===== src/rtl/usbep_pkg.sv =====
package usbep_pkg;

  typedef enum logic [1:0] {
    TOK_OUT   = 2'd0,
    TOK_IN    = 2'd1,
    TOK_SETUP = 2'd2
  } tokenT;

  typedef enum logic [1:0] {
    RSP_NONE  = 2'd0,
    RSP_ACK   = 2'd1,
    RSP_NAK   = 2'd2,
    RSP_STALL = 2'd3
  } rspT;

  // Packed so that a cast maps the struct straight onto the 16-bit status word.
  typedef struct packed {
    logic       done;   // 15
    logic       err;    // 14
    logic       setup;  // 13
    logic [6:0] rsvd;   // 12..6
    logic       zlen;   // 5
    logic       stall;  // 4
    logic       iso;    // 3
    logic       dir;    // 2
    logic       en;     // 1
    logic       arm;    // 0
  } epStatusT;

  localparam logic [15:0] STAT_WR_MASK = 16'hE03F;
  localparam int STAT_W = 16;

  // Strobes from the control to the datapath for the addressed endpoint.
  typedef struct packed {
    logic complete;
    logic isIn;
    logic isSetup;
    logic isErr;
    logic advToggle;
    logic setToggle1;
  } ctrlStrobeT;

endpackage


===== src/rtl/usbep_ctrl.sv =====
module usbep_ctrl
  import usbep_pkg::*;
#(
  parameter int NUM_EP = 4,
  localparam int EP_W = $clog2(NUM_EP)
) (
  input  logic            clk,
  input  logic            rst,
  input  logic            txnEnd,
  input  logic [EP_W-1:0] txnEp,
  input  logic [1:0]      txnToken,
  input  logic            txnPid,
  input  logic            txnErr,
  input  epStatusT        selStat,
  input  logic            selTog,
  output ctrlStrobeT      strb,
  output logic            rspValid,
  output logic [1:0]      rspCode,
  output logic            irq,
  output logic            irqErr
);

  typedef enum logic [1:0] {DEC_IGNORE, DEC_STALL, DEC_NAK, DEC_DONE} decT;

  logic isIn, isSetup, dirMismatch, stallHit, notReady, togBad;
  decT  dec;
  rspT  rspNext;

  always_comb begin
    isIn        = (txnToken == TOK_IN);
    isSetup     = (txnToken == TOK_SETUP);
    dirMismatch = (txnEp != '0) && (isIn != selStat.dir);
    stallHit    = selStat.en && selStat.stall && !selStat.iso;
    notReady    = !selStat.en || !selStat.arm;
    togBad      = !isIn && !isSetup && !selStat.iso && !txnErr && (txnPid != selTog);

    if (dirMismatch)   dec = DEC_IGNORE;
    else if (stallHit) dec = DEC_STALL;
    else if (notReady) dec = DEC_NAK;
    else if (togBad)   dec = DEC_IGNORE;
    else               dec = DEC_DONE;

    unique case (dec)
      DEC_STALL: rspNext = RSP_STALL;
      DEC_NAK:   rspNext = RSP_NAK;
      DEC_DONE:  rspNext = (txnErr || selStat.iso) ? RSP_NONE : RSP_ACK;
      default:   rspNext = RSP_NONE;
    endcase

    strb.complete   = txnEnd && (dec == DEC_DONE);
    strb.isIn       = isIn;
    strb.isSetup    = isSetup;
    strb.isErr      = txnErr;
    strb.advToggle  = !selStat.iso && !txnErr && !isSetup;
    strb.setToggle1 = !selStat.iso && !txnErr && isSetup;
  end

  always_ff @(posedge clk) begin
    if (rst) begin
      rspValid <= 1'b0;
      rspCode  <= RSP_NONE;
      irq      <= 1'b0;
      irqErr   <= 1'b0;
    end else begin
      rspValid <= txnEnd;
      rspCode  <= txnEnd ? rspNext : RSP_NONE;
      irq      <= strb.complete;
      irqErr   <= strb.complete && txnErr;
    end
  end

endmodule


===== src/rtl/usbep_dpath.sv =====
module usbep_dpath
  import usbep_pkg::*;
#(
  parameter int NUM_EP = 4,
  parameter int DATA_W = 16,
  parameter int ADDR_W = 16,
  parameter logic [ADDR_W-1:0] PTR_BASE  = 'h0120,
  parameter logic [ADDR_W-1:0] STAT_BASE = 'h0140,
  localparam int EP_W = $clog2(NUM_EP)
) (
  input  logic              clk,
  input  logic              rst,
  input  logic              regWr,
  input  logic [ADDR_W-1:0] regAddr,
  input  logic [DATA_W-1:0] regWrData,
  output logic [DATA_W-1:0] regRdData,
  input  logic [EP_W-1:0]   txnEp,
  input  logic [DATA_W-1:0] txnBytes,
  input  ctrlStrobeT        strb,
  output epStatusT          selStat,
  output logic              selTog,
  output logic [DATA_W-1:0] inLen,
  output logic              inPid
);

  logic [NUM_EP-1:0][STAT_W-1:0] statVec;
  logic [NUM_EP-1:0][DATA_W-1:0] ptrVec;
  logic [NUM_EP-1:0][DATA_W-1:0] cntVec;
  logic [NUM_EP-1:0]             togVec;

  for (genvar i = 0; i < NUM_EP; i++) begin : gEp
    localparam logic [ADDR_W-1:0] PTR_A  = PTR_BASE + ADDR_W'(4 * i);
    localparam logic [ADDR_W-1:0] CNT_A  = PTR_A + ADDR_W'(2);
    localparam logic [ADDR_W-1:0] STAT_A = STAT_BASE + ADDR_W'(2 * i);

    epStatusT          statQ, statWr;
    logic              togQ;
    logic [DATA_W-1:0] ptrQ, cntQ;
    logic              wrStat, wrPtr, wrCnt, hit, enRise;

    always_comb begin
      statWr     = epStatusT'(regWrData[STAT_W-1:0] & STAT_WR_MASK);
      statWr.dir = (i == 0) ? statQ.dir : regWrData[2];
      wrStat     = regWr && (regAddr == STAT_A);
      wrPtr      = regWr && (regAddr == PTR_A);
      wrCnt      = regWr && (regAddr == CNT_A);
      hit        = strb.complete && (txnEp == EP_W'(i));
      enRise     = wrStat && statWr.en && !statQ.en;
    end

    always_ff @(posedge clk) begin
      if (rst) begin
        statQ <= '0;
        togQ  <= 1'b0;
        ptrQ  <= '0;
        cntQ  <= '0;
      end else begin
        if (wrStat) begin
          statQ <= statWr;
        end else if (hit) begin
          statQ.done <= 1'b1;
          statQ.arm  <= 1'b0;
          statQ.err  <= strb.isErr;
          if (strb.isSetup) statQ.setup <= 1'b1;
          if (i == 0)       statQ.dir   <= strb.isIn;
        end

        if (enRise)                        togQ <= 1'b0;
        else if (hit && strb.setToggle1)   togQ <= 1'b1;
        else if (hit && strb.advToggle)    togQ <= !togQ;

        if (wrPtr)    ptrQ <= regWrData;
        else if (hit) ptrQ <= ptrQ + txnBytes;

        if (wrCnt)                     cntQ <= regWrData;
        else if (hit && !strb.isErr)   cntQ <= '0;
      end
    end

    assign statVec[i] = statQ;
    assign ptrVec[i]  = ptrQ;
    assign cntVec[i]  = cntQ;
    assign togVec[i]  = togQ;
  end

  always_comb begin
    regRdData = '0;
    for (int i = 0; i < NUM_EP; i++) begin
      if (regAddr == PTR_BASE + ADDR_W'(4 * i))      regRdData = ptrVec[i];
      if (regAddr == PTR_BASE + ADDR_W'(4 * i + 2))  regRdData = cntVec[i];
      if (regAddr == STAT_BASE + ADDR_W'(2 * i))     regRdData = DATA_W'(statVec[i]);
    end
  end

  always_comb begin
    selStat = epStatusT'(statVec[txnEp]);
    selTog  = togVec[txnEp];
    inPid   = selTog;
    inLen   = selStat.zlen ? '0 : cntVec[txnEp];
  end

endmodule


===== src/rtl/usbep_status_top.sv =====
module usbep_status_top
  import usbep_pkg::*;
#(
  parameter int NUM_EP = 4,
  parameter int DATA_W = 16,
  parameter int ADDR_W = 16,
  parameter logic [ADDR_W-1:0] PTR_BASE  = 'h0120,
  parameter logic [ADDR_W-1:0] STAT_BASE = 'h0140,
  localparam int EP_W = $clog2(NUM_EP)
) (
  input  logic              clk,
  input  logic              rst,
  input  logic              regWr,
  input  logic [ADDR_W-1:0] regAddr,
  input  logic [DATA_W-1:0] regWrData,
  output logic [DATA_W-1:0] regRdData,
  input  logic              txnEnd,
  input  logic [EP_W-1:0]   txnEp,
  input  logic [1:0]        txnToken,
  input  logic              txnPid,
  input  logic [DATA_W-1:0] txnBytes,
  input  logic              txnErr,
  output logic [DATA_W-1:0] inLen,
  output logic              inPid,
  output logic              rspValid,
  output logic [1:0]        rspCode,
  output logic              irq,
  output logic              irqErr
);

  ctrlStrobeT strb;
  epStatusT   selStat;
  logic       selTog;

  usbep_ctrl #(.NUM_EP(NUM_EP)) uCtrl (
    .clk      (clk),
    .rst      (rst),
    .txnEnd   (txnEnd),
    .txnEp    (txnEp),
    .txnToken (txnToken),
    .txnPid   (txnPid),
    .txnErr   (txnErr),
    .selStat  (selStat),
    .selTog   (selTog),
    .strb     (strb),
    .rspValid (rspValid),
    .rspCode  (rspCode),
    .irq      (irq),
    .irqErr   (irqErr)
  );

  usbep_dpath #(
    .NUM_EP    (NUM_EP),
    .DATA_W    (DATA_W),
    .ADDR_W    (ADDR_W),
    .PTR_BASE  (PTR_BASE),
    .STAT_BASE (STAT_BASE)
  ) uDpath (
    .clk       (clk),
    .rst       (rst),
    .regWr     (regWr),
    .regAddr   (regAddr),
    .regWrData (regWrData),
    .regRdData (regRdData),
    .txnEp     (txnEp),
    .txnBytes  (txnBytes),
    .strb      (strb),
    .selStat   (selStat),
    .selTog    (selTog),
    .inLen     (inLen),
    .inPid     (inPid)
  );

endmodule


===== config.mk =====
export PLATFORM = sky130hd
export DESIGN_NAME = usbep_status_top
export DESIGN_NICKNAME = d
export VERILOG_FILES = /design/src/rtl/usbep_pkg.sv /design/src/rtl/usbep_ctrl.sv /design/src/rtl/usbep_dpath.sv /design/src/rtl/usbep_status_top.sv
export SDC_FILE = /design/constraint.sdc
export NUM_CORES = 1
export LEC_CHECK = 0
export BUFFER_PORTS_ARGS = -buffer_cell sky130_fd_sc_hd__buf_4
export CAP_MARGIN = 20
export CORE_UTILIZATION = 45
export DETAILED_ROUTE_END_ITERATION = 7
export HOLD_SLACK_MARGIN = 0.05
export SYNTH_ARGS = -nofsm -noshare
export SYNTH_HDL_FRONTEND = slang
export SYNTH_SLANG_ARGS = --single-unit

===== constraint.sdc =====
create_clock -name clk -period 12.52 [get_ports clk]
set_clock_uncertainty 0.1 [all_clocks]
set_input_delay 2.504 -clock clk [delete_from_list [all_inputs] [get_ports clk]]
set_output_delay 2.504 -clock clk [all_outputs]
set_load 0.02 [all_outputs]

== Yosys cells after proc, flatten, opt, wreduce, memory -nomap -nowiden ==
Index checks and enable logic that the tools add are counted.
Operators by class
  equal/unequal tests: 22
  multiplexer cells: 66
  $lt $le $gt $ge: 1
  reductions and logical operators: 96
  add/subtract/negate cells: 4
  bitwise gates (word level): 2
Operators with widths (number)
  $mux W16: 30
  $eq A16 B9 Y1 const B: 12
  $add A16 B16 Y16: 4
  $bmux W16 S2: 2
  $logic_and A1 B1 Y1: 48
  $reduce_bool A2 Y1: 21
  $mux W3: 8
  $mux W1: 19
  $logic_not A1 Y1: 14
  $eq A2 B2 Y1 const B: 5
  $reduce_and A2 Y1: 5
  $reduce_or A2 Y1: 5
  $mux W2: 4
  $eq A2 B1 Y1 const B: 3
  $mux W6: 1
  $pmux W2 S3: 1
  $lt A2 B3 Y1 const B: 1
  $bmux W1 S2: 1
  $logic_not A2 Y1: 1
  $logic_or A1 B1 Y1: 2
  $ne A1 B1 Y1: 2
  $not A1 Y1: 2
Storage, ports and cells
  input bits: 58
  output and inout bits: 38
  word-level logic and storage cells: 243
  register bits after elaboration: 173

== Logic depth before layout (Yosys ltp) ==
  depth in word-level cells: 16
  depth in mapped cells: 15
  gate-level depth less buffers: 13

== Cells and area by module ==
A second synthesis with hierarchy kept.
Unflattened totals
  cell total of the unflattened synthesis: 1410
  area total of the unflattened synthesis: 11426.0 um2
Modules (own cells, without submodules)
  usbep_dpath: cells each 1374, instances 1, seq. area each 3363.2 um2, area an instance 11120.7 um2
  usbep_ctrl: cells each 36, instances 1, seq. area each 100.1 um2, area an instance 305.3 um2

== Worst setup path before layout ==
OpenSTA, ideal clock, no wires.
  path kind: input-to-output
  from: input port regAddr[4]
  to: output port regRdData[5]
  path buffers: 1
  data arrival time: 4471 ps
  setup slack: 5445 ps
  required time: 9916 ps
  stages: 10
  path through: nor4b_2 > nand4_1 > or3b_1 > buf_2 > nor3_4 > a222oi_1 > nand3_1 > o21ai_1 > a221o_1 > o21ai_0
On the way
  longest elaborated chain between the ends: 13
  elaborated cells between the ends (all ways): 24
  those cells by class: 12 x eq/ne; 12 x mux
RTL lines
  start: declaration: line usbep_status_top.sv:14  | input logic [ADDR_W-1:0] regAddr,
  $eq A16 B9 Y1: line usbep_dpath.sv:89  | if (regAddr == PTR_BASE + ADDR_W'(4 * i)) regRdData = ptrVec[i];
  $mux W16: line usbep_dpath.sv:89
  $mux W16: line usbep_dpath.sv:90  | if (regAddr == PTR_BASE + ADDR_W'(4 * i + 2)) regRdData = cntVec[i];
  $mux W16: line usbep_dpath.sv:91  | if (regAddr == STAT_BASE + ADDR_W'(2 * i)) regRdData = DATA_W'(statVec[i]);
  $mux W16: line usbep_dpath.sv:89
  $mux W16: line usbep_dpath.sv:90
  $mux W16: line usbep_dpath.sv:91
  $mux W16: line usbep_dpath.sv:89
  $mux W16: line usbep_dpath.sv:90
  $mux W16: line usbep_dpath.sv:91
  $mux W16: line usbep_dpath.sv:89
  $mux W16: line usbep_dpath.sv:90
  $mux W16 (*): line usbep_dpath.sv:91
  end: declaration: line usbep_status_top.sv:16  | output logic [DATA_W-1:0] regRdData,
Every way passes the cells marked *; elsewhere a longest branch is shown, timed or not.

== Worst setup path after layout ==
  from: input port regAddr[1]
  to: output port regRdData[13]
Same word-level chain as after synthesis.

==> run_results.csv <==
group,metric,value,unit
logic_synthesis,synth_nets,1548,
grt,grt_max_degree,84,
outcome,status,"completed",
logic_synthesis,synth-main-ff-cell,"dfxtp_1",
placed_design,dp_hpwl,30200,um
routing,ant_nets,0,
pwr,leakagePower,4.91,nW
clocking,numCtsBuffers,17,
critical_path,endpoint_kind,"primary output",
floorplan,fp-row-count,58,
timing,finalHoldViolCount,0,
worst_hold_path,min_path_type,"flop to flop",
logic_synthesis,syn_inst,1423,
clocking,insertion_delay,0.45,ns
logic_synthesis,synthTopCellsByArea,"dfxtp_1 (30%), ha_1 (6.8%), nor2_1 (6.3%)",
clocking,postCtsSetupBuffers,0,
cells_and_area,final-instance-count-excl-fill,1789,
clocking,clk_pin_slew_worst_paths,0.08,ns
run,drv_cap,0,
timing,tightest_slew,1.08,ns
routing,first_pass_iters,8,
routing,dr.first_iter.drc_count,1466,
critical_path,critPathArrivalTime,5.81,ns
critical_path,worstSetupPathType,"input pin to primary output",
timing,rsz0062_at_grt,"no",
placed_design,portBuffers,95,
floorplan,fp.dieH,162,um
logic_synthesis,yosys_warnings,0,
clocking,cts_resized,0,
cells_and_area,insertedDiodeCount,0,
logic_synthesis,yosysTopAreaCell,"dfxtp_1",
logic_synthesis,synthArstFlopShare,0,%
logic_synthesis,synth_cell_types,79,
placed_design,gp_congestion,0.971,
floorplan,initial_core_util,45.8,%
grt,grt_first_pass_wirelength,64000,um
routing,drc_errors,0,
logic_synthesis,synth_edf_count,0,
timing,finalSetupViolations,0,
critical_path,start_kind,"input pin",
routing,postRouteWirelength,42800,um
pwr,ir_worst_vdd,0.0650,mV
cells_and_area,layout-drive-gt1-share,13.9,%
clocking,holdBufCountCts,0,
critical_path,crit_required,9.92,ns
timing,relSlewSlack,27.3,%
cells_and_area,fin_util,51.6,%
logic_synthesis,synth-seq-area-share,30.1,%
timing,max_freq,0.119,GHz
grt,overflow,0,
clocking,cts_sinks,173,
clocking,cts_root_buffer,"clkbuf_16",
cells_and_area,seq_area,3460,sq um
logic_synthesis,syn_area,11500,sq um
routing,vias_per_cell,6.37,
cells_and_area,multiInputGateArea,7530,sq um
routing,vias,11389,
floorplan,core_area,25100,sq um
pwr,cellPowerDensity,93.5,nW/um^2
logic_synthesis,ys_ff_latch,173,
grt,antenna_found_initial,0,
cells_and_area,final_nets,1571,
logic_synthesis,synth_area_per_cell,8.09,sq um
timing,period_needed,8.41,ns
timing,finalCritPeriodShare,67.2,%
floorplan,pin_count,96,
cells_and_area,fillCellCount,2478,
logic_synthesis,synthTopCellsByCount,"nor2_1 (193), dfxtp_1 (173), nand2_1 (142), a21oi_1 (103), clkbuf_1 (80)",
cells_and_area,syn2layout_area_growth,12.5,%
grt,grt_use_total,32.6,%
clocking,htreeDepth,4,
routing,wl_per_cell,23.9,um
grt,grt_pass1_vias,10253,
logic_synthesis,synth_top_cell_area_share,30.1,%
pwr,report.power.total,1.21,mW
critical_path,worst-path-max-fanout,57,
floorplan,fp.dieArea,26200,sq um
timing,setup_tns,0,ns
clocking,cts_buffer_depth,2,
placed_design,placed_cells,1757,
logic_synthesis,yosysMostFrequentCell,"nor2_1",
floorplan,fp.dieW,162,um
timing,maxSlewViolCount,0,
clocking,tritoncts,"built",
[metal layers]
layer | vias up | track usage, % | wire, um
met4 | 0 | 8.66 | 887
met5 | - | 0 | 0
met1 | 5495 | 47.0 | 19000
met2 | 560 | 48.4 | 18400
li1 | 5280 | - | -
met3 | 54 | 7.35 | 4480
[worst max-delay path: stages]
cell      delay, ns
buf_4          0.62
inv_1          0.45
nor3_2         0.98
a222oi_1       0.28
nand2_1        0.14
o21ai_0        0.09
a32oi_1        0.16
mux2i_1        0.10
a31oi_1        0.27
buf_4          0.20
[cell families after synthesis]
group,share of synthesized area [%]
AND/OR/NAND/NOR,22.1
AO/OA/AOI/OAI,24.2
flip-flops,30.1
buffers and inverters,4.62
adder cells (fa/ha/maj),7.54
multiplexers,8.37
XOR/XNOR,3.12
[metrics by stage]
stage	setup slack [ns]	hold WS, ns	instance area [sq um]
6_report	4.11	0.384	12900
5_1_grt	3.93	0.395	12900
4_1_cts	4.19	0.381	12900
3_5_place_dp	4.20	0.369	12300
3_3_place_gp	4.26	0.361	12300
2_1_floorplan	5.45	0.343	11500
[cell type report]
class / instances / area share [%]
flip-flops and latches: 173 / 26.8
clock buffers: 18 / 3.39
clock inverters: 14 / 1.31
repair buffers: 109 / 6.32
well taps: 330 / 3.19
multi-input cells: 1115 / 58.2
inverters: 30 / 0.870
[cells in the final DEF, fill, tap and decap left out, types with 29 or more instances in the layout]
cell type  count
nor3_1        39
nand2_1      142
dfxtp_1      173
a22oi_1       60
o211ai_1      31
nor2_1       192
mux4_2        31
a21oi_1      103
buf_4        109
inv_1         29
o21ai_0       69
nor2b_1       34
ha_1          63
a211oi_1      38
nand3_1       51
[flip-flops by register name, indices dropped and copies added (netlist names)]
| signal | flops |
|---|---|
| uCtrl.irq | 1 |
| uCtrl.irqErr | 1 |
| uCtrl.rspCode | 2 |
| uCtrl.rspValid | 1 |
| uDpath.gEp.cntQ | 64 |
| uDpath.gEp.ptrQ | 64 |
| uDpath.gEp.statQ | 36 |
| uDpath.gEp.togQ | 4 |
[power by group]
group          leakage, nW  switching (mW)  internal (mW)
registers             1.39       0.0000837          0.550
clock network        0.291           0.282          0.277
logic                 3.22          0.0691         0.0335
[worst paths after layout]
path,startpoint,to,slack [ns],cells past startpoint
max,regAddr[1],regRdData[13],4.11,10
min,uDpath.gEp[0].statQ[5],uDpath.gEp[0].statQ[5],0.38,2
max reg2reg,uDpath.gEp[0].statQ[3],uDpath.gEp[2].cntQ[11],8.63,14
min reg2reg,uDpath.gEp[0].statQ[5],uDpath.gEp[0].statQ[5],0.38,2
Note: power is estimated with default switching activity, not from simulation.
